==> src/rtl/cmdhdr_pkg.sv <==
package cmdhdr_pkg;
    localparam int WORD_W  = 32;
    localparam int LEN_W   = 9;
    localparam int KEY_W   = 13;

    typedef enum logic [2:0] {
        CLS_MEM   = 3'd0,
        CLS_NOLEN = 3'd1,
        CLS_BLT   = 3'd2,
        CLS_PIPE  = 3'd3
    } cls_e;

    typedef struct packed {
        logic             ok;
        logic [LEN_W-1:0] len;
    } dec_res_t;
endpackage

==> src/rtl/cmdhdr_mem_dec.sv <==
module cmdhdr_mem_dec
    import cmdhdr_pkg::*;
#(
    parameter logic [63:0] DEFINED = 64'h0002_0017_011E_04BF
) (
    input  logic [WORD_W-1:0] hdr,
    output dec_res_t          res
);
    logic [5:0] op;
    logic       known;
    logic       zero_rule;

    always_comb begin
        op        = hdr[28:23];
        known     = DEFINED[op];
        zero_rule = (op != 6'd0) || (hdr == '0);
        res.ok    = known && zero_rule;
        if (!res.ok)
            res.len = '0;
        else if (op < 6'h10)
            res.len = LEN_W'(1);
        else
            res.len = LEN_W'(hdr[5:0]) + LEN_W'(2);
    end
endmodule

==> src/rtl/cmdhdr_blt_dec.sv <==
module cmdhdr_blt_dec
    import cmdhdr_pkg::*;
#(
    parameter logic [127:0] DEFINED = 128'h00FE_0000_03FF_0009_0002_0070_0002_000A
) (
    input  logic [WORD_W-1:0] hdr,
    output dec_res_t          res
);
    logic [6:0] op;

    always_comb begin
        op      = hdr[28:22];
        res.ok  = DEFINED[op];
        res.len = res.ok ? (LEN_W'(hdr[4:0]) + LEN_W'(2)) : '0;
    end
endmodule

==> src/rtl/cmdhdr_pipe_dec.sv <==
module cmdhdr_pipe_dec
    import cmdhdr_pkg::*;
#(
    parameter int                        N_ONE = 2,
    parameter logic [N_ONE*KEY_W-1:0]    ONE_KEYS = {13'h180B, 13'h0104}
) (
    input  logic [WORD_W-1:0] hdr,
    output dec_res_t          res
);
    logic [KEY_W-1:0] key;
    logic [N_ONE-1:0] hit;

    assign key = hdr[28:16];

    for (genvar k = 0; k < N_ONE; k++) begin : g_key
        assign hit[k] = (key == ONE_KEYS[k*KEY_W +: KEY_W]);
    end

    always_comb begin
        res.ok  = 1'b1;
        res.len = (|hit) ? LEN_W'(1) : (LEN_W'(hdr[7:0]) + LEN_W'(2));
    end
endmodule

==> src/rtl/cmdhdr_marker.sv <==
module cmdhdr_marker
    import cmdhdr_pkg::*;
#(
    parameter logic [WORD_W-1:0] END_WORD   = 32'h0500_0000,
    parameter logic [WORD_W-1:0] START_MASK = 32'hFFFF_F8FF,
    parameter logic [WORD_W-1:0] START_PAT  = 32'h1880_0080
) (
    input  logic [WORD_W-1:0] hdr,
    output logic              is_end,
    output logic              is_start
);
    assign is_end   = (hdr == END_WORD);
    assign is_start = ((hdr & START_MASK) == START_PAT);
endmodule

==> src/rtl/cmdhdr_len_dec.sv <==
module cmdhdr_len_dec
    import cmdhdr_pkg::*;
#(
    parameter bit           REG_OUT     = 1'b1,
    parameter logic [63:0]  MEM_DEFINED = 64'h0002_0017_011E_04BF,
    parameter logic [127:0] BLT_DEFINED = 128'h00FE_0000_03FF_0009_0002_0070_0002_000A,
    parameter int           N_ONE       = 2,
    parameter logic [N_ONE*KEY_W-1:0] ONE_KEYS = {13'h180B, 13'h0104}
) (
    input  logic              clk,
    input  logic              rst_n,
    input  logic [31:0]       hdr_i,
    output logic              ok_o,
    output logic [8:0]        len_o,
    output logic              batch_end_o,
    output logic              batch_start_o
);
    dec_res_t mem_res, blt_res, pipe_res, sel_res;
    logic     end_c, start_c;
    cls_e     cls;

    cmdhdr_mem_dec #(.DEFINED(MEM_DEFINED)) u_mem (.hdr(hdr_i), .res(mem_res));
    cmdhdr_blt_dec #(.DEFINED(BLT_DEFINED)) u_blt (.hdr(hdr_i), .res(blt_res));
    cmdhdr_pipe_dec #(.N_ONE(N_ONE), .ONE_KEYS(ONE_KEYS)) u_pipe (.hdr(hdr_i), .res(pipe_res));
    cmdhdr_marker u_mark (.hdr(hdr_i), .is_end(end_c), .is_start(start_c));

    always_comb begin
        cls = cls_e'(hdr_i[31:29]);
        sel_res = '0;
        unique case (hdr_i[31:29])
            CLS_MEM:   sel_res = mem_res;
            CLS_NOLEN: sel_res = '{ok: 1'b1, len: '0};
            CLS_BLT:   sel_res = blt_res;
            CLS_PIPE:  sel_res = pipe_res;
            default:   sel_res = '0;
        endcase
    end

    generate
        if (REG_OUT) begin : g_reg
            always_ff @(posedge clk or negedge rst_n) begin
                if (!rst_n) begin
                    ok_o          <= 1'b0;
                    len_o         <= '0;
                    batch_end_o   <= 1'b0;
                    batch_start_o <= 1'b0;
                end else begin
                    ok_o          <= sel_res.ok;
                    len_o         <= sel_res.len;
                    batch_end_o   <= end_c;
                    batch_start_o <= start_c;
                end
            end

            a_r2_high_class_bad: assert property (@(posedge clk) disable iff (!rst_n)
                hdr_i[31] |=> (!ok_o && len_o == '0));
            a_r3_class1_zero: assert property (@(posedge clk) disable iff (!rst_n)
                (hdr_i[31:29] == 3'd1) |=> (ok_o && len_o == '0));
            a_r9_single_word: assert property (@(posedge clk) disable iff (!rst_n)
                (hdr_i[31:29] == 3'd3 && hdr_i[28:16] == 13'h0104) |=> (len_o == 9'd1));
            a_r11_start_len: assert property (@(posedge clk) disable iff (!rst_n)
                batch_start_o |-> (ok_o && len_o == 9'($past(hdr_i[5:0])) + 9'd2));
            a_r10_marker_excl: assert property (@(posedge clk) disable iff (!rst_n)
                !(batch_end_o && batch_start_o));
            a_r5_bad_no_len: assert property (@(posedge clk) disable iff (!rst_n)
                !ok_o |-> (len_o == '0));
        end else begin : g_comb
            assign ok_o          = sel_res.ok;
            assign len_o         = sel_res.len;
            assign batch_end_o   = end_c;
            assign batch_start_o = start_c;

            a_r10_end_is_mem: assert property (@(posedge clk) disable iff (!rst_n)
                batch_end_o |-> (ok_o && len_o == 9'd1));
        end
    endgenerate

    logic unused_cls;
    assign unused_cls = ^cls;
endmodule

==> config.mk <==
export PLATFORM = sky130hd
export DESIGN_NAME = cmdhdr_len_dec
export DESIGN_NICKNAME = d
export VERILOG_FILES = /design/src/rtl/cmdhdr_pkg.sv /design/src/rtl/cmdhdr_mem_dec.sv /design/src/rtl/cmdhdr_blt_dec.sv /design/src/rtl/cmdhdr_pipe_dec.sv /design/src/rtl/cmdhdr_marker.sv /design/src/rtl/cmdhdr_len_dec.sv
export SDC_FILE = /design/constraint.sdc
export NUM_CORES = 1
export LEC_CHECK = 0
export BUFFER_PORTS_ARGS = -buffer_cell sky130_fd_sc_hd__buf_2
export CAP_MARGIN = 25
export CORE_ASPECT_RATIO = 1.5
export CORE_MARGIN = 2
export CORE_UTILIZATION = 41
export CTS_BUF_LIST = sky130_fd_sc_hd__clkbuf_8
export DETAILED_ROUTE_END_ITERATION = 10
export GPL_TIMING_DRIVEN = 0
export HOLD_SLACK_MARGIN = 0.03
export PLACE_DENSITY = 0.72
export SLEW_MARGIN = 20
export SYNTH_ARGS = -nofsm -noshare
export SYNTH_HDL_FRONTEND = slang
export SYNTH_SLANG_ARGS = --single-unit
==> constraint.sdc <==
create_clock -name clk -period 1.41 [get_ports clk]
set_clock_uncertainty 0.2 [all_clocks]
set_input_delay 0.0705 -clock clk [delete_from_list [all_inputs] [get_ports clk]]
set_output_delay 0.0705 -clock clk [all_outputs]
set_load 0.02 [all_outputs]
==> impl_metrics.tcl <==
set metrics [dict create \
    max_stage_delay_ns 0.45 \
    hpwl_um 2040 \
    timing.hold.ws_ns -0.0148 \
    async_flop_share 1.00 \
    fp-row-count 21 \
    first_global_vias 1103 \
    synthTopCellsByArea "dfrtp_1 30%, ha_1 6.3%, nor4b_1 4.4%" \
    synth_area_per_cell_um2 8.97 \
    grt_pass1_wl_um 4450 \
    seq_power_share 0.343 \
    end_kind "register" \
    area_delta_synth_final_pct 62.1 \
    holdPathStages 4 \
    p_total_mw 1.05 \
    finalCritPeriodShare 1.26 \
    fmax_ghz 0.564 \
    hold_viol 1 \
    ir_worst_vdd_mv 0.366 \
    tightest_slew_ns 0.430 \
    dp_slack_ns -0.867 \
    ioPinCount 46 \
    vias 1114 \
    path_cells "buf_8 -> buf_8 -> or2_4 -> ha_4 -> inv_2 -> a21oi_2 -> o221a_1 -> or4_4 -> and2_4 -> nor2b_2" \
    power_density_nw_per_um2 654 \
    outcome "complete, but fails checks" \
    gr-total-overflow 0 \
    fin_nets 218 \
    synth-seq-cells 12 \
    clkTransAtPathRegs_ns 0.05 \
    synthDistinctLibCells 49 \
    htreeDepth 1 \
    cts_made_buffers 3 \
    initial_core_util 0.437 \
    worstHoldStart "hdr_i[19]" \
    setup-tns-final_ns -2.64 \
    firstDrtPassIters 4 \
    drtIter0Drc 14 \
    final_util 0.708 \
    p_sw_mw 0.280 \
    violations "hold timing, setup timing" \
    power_leakage_nw 0.761 \
    power_frac_comb 0.310 \
    worst-path-buf-inv 3 \
    min_path_type "in2reg" \
    cp_data_required_time_ns 1.38 \
    drc 0 \
    final_common_cell "buf_2" \
    crit_path_top_delay_cell "or4_4" \
    cp_common_cell "buf_8" \
    ys.warnings.count 0 \
    setup_violations 10 \
    cp_data_arrival_time_ns 1.75 \
    start_kind "input port" \
    final_layout_size_suffix_gt1_frac 0.494 \
    synth_top_cell_area_share 0.304 \
    clockBufferDepth 2 \
    port_buffers 44 \
    gp_congestion 0.817 \
    syn_inst 110 \
    ant_nets 0 \
    synth_nets 149 \
    fin_ws_ns -0.363 \
    maxSlewViolCount 0 \
    grt_start_max_net_pins 13 \
    seq_area_frac_synth 0.304 \
    layout_common_cells "43 x buf_2, 12 x dfrtp_1, 9 x dlygate4sd3_1" \
    place_area_um2 1260 \
    sw_frac_of_total 0.268 \
    crit_family "simple AND/OR/NAND/NOR gates" \
    dieArea_um2 2820 \
    die_h_um 64.1 \
    crit_type "in2reg" \
    wl_per_cell_um 14.2 \
    path_max_fanout 4 \
    antenna_found_initial 0 \
    cts_tree "yes" \
    wl_um 2860 \
    fillers 175 \
    p_clk_frac 0.347 \
    synthFlopType "dfrtp_1" \
    synth_enable_flop_cells 0 \
    hold_end "batch_start_o" \
    clock-root-buffer "clkbuf_8" \
    rsz0062_at_grt "true" \
    yosysTopAreaCell "dfrtp_1" \
    post_drt_via_cell_ratio 5.54 \
    slew_headroom 0.713 \
    core_um2 2260 \
    grt_usage 0.203 \
    regArea_um2 300 \
    drv_cap 0 \
    antenna_cells 0 \
    fin_area_um2 1600 \
    period_needed_ns 1.77 \
    syn_area_um2 987 \
    multi_input_area_um2 732 \
    die_w_um 44.1 \
    clock_sinks 12 \
    internal-power_mw 0.766 \
]
## power by group through the flow
stage | Combinational (mW) | Sequential [mW] | Clock, mW
2_1_floorplan | 0.124 | 0.382 | 0
6_report | 0.324 | 0.359 | 0.363
3_3_place_gp | 0.244 | 0.365 | 0
5_1_grt | 0.351 | 0.360 | 0.380
3_5_place_dp | 0.251 | 0.365 | 0
4_1_cts | 0.307 | 0.359 | 0.372
## worst max-delay path by stage
stage               from        to  slack (ns)  cells after the start
6_report       hdr_i[24]  len_o[2]       -0.36                     10
5_1_grt        hdr_i[24]  len_o[2]       -0.40                     10
4_1_cts        hdr_i[24]  len_o[2]       -0.39                     10
3_5_place_dp   hdr_i[23]  len_o[2]       -0.87                      9
3_3_place_gp   hdr_i[23]  len_o[2]       -0.82                      9
2_1_floorplan  hdr_i[24]  len_o[2]       -0.57                      9
## metal layers
metal  up-vias  track usage  part of all wire
met5         -            0                 0
met4         0        0.110             0.017
met3         8       0.0169             0.040
met2        37        0.390              0.56
met1       523        0.198              0.38
li1        546            -                 -
## per-stage QoR
stage	hold slack (ns)	cells
after CTS	-0.0511	198
after floorplan	-0.425	110
after detailed placement	-0.250	177
final	-0.0148	201
after global placement	-0.257	177
after global routing	0.00858	201
## what timing repair did
item	in CTS	in global routing
cloned	0	0
buffers inserted	4	3
hold buffers	13	1
endpoints found under the setup margin	8	12
endpoints found under the hold margin	24	2
resized for setup	10	14
pin swaps	9	8
## tightest hold or removal path: stages
cell and delay (ns):
buf_2 0.12, nor4b_1 0.05, nand3_1 0.10, nor3_2 0.05
## flip-flops by register name (all words and copies together), names as in the netlist
register       flops
batch_start_o      1
ok_o               1
batch_end_o        1
len_o              9
## cell usage after synthesis, types with 2 or more instances
library cell,count
o21ai_0,2
nand3_1,6
clkbuf_1,2
nand2b_1,3
o22ai_1,2
nor2_2,3
dfrtp_1,12
or2_2,2
xor2_1,3
nor4_1,5
ha_1,5
or3_1,2
a211oi_1,2
nand4_1,2
nor2_1,5
nor4b_1,5
nor2b_1,2
inv_1,5
xnor2_1,2
nand2_1,6
nor3_1,5
a31oi_1,2
## cell families (layout without fill, tap and decap cells)
group / count (synthesis) / count (layout) / synth area share
and+or+nand+nor: 59 / 59 / 0.395
AOI/OAI and AO/OA: 18 / 18 / 0.133
DFF: 12 / 12 / 0.304
buffers and inverters: 10 / 78 / 0.0482
adders and majority gates: 5 / 5 / 0.0634
xor gates and xnor gates: 5 / 5 / 0.0444
muxes: 1 / 1 / 0.0114
## area by class of cell
class | count | share of cell area
sequential | 12 | 0.188
buffer | 5 | 0.0250
multi-input combinational | 88 | 0.457
timing repair buffer | 64 | 0.266
tap | 23 | 0.0180
clock buffer | 4 | 0.0344
inverter | 5 | 0.0117
Note: power is estimated with default switching activity, not from simulation.
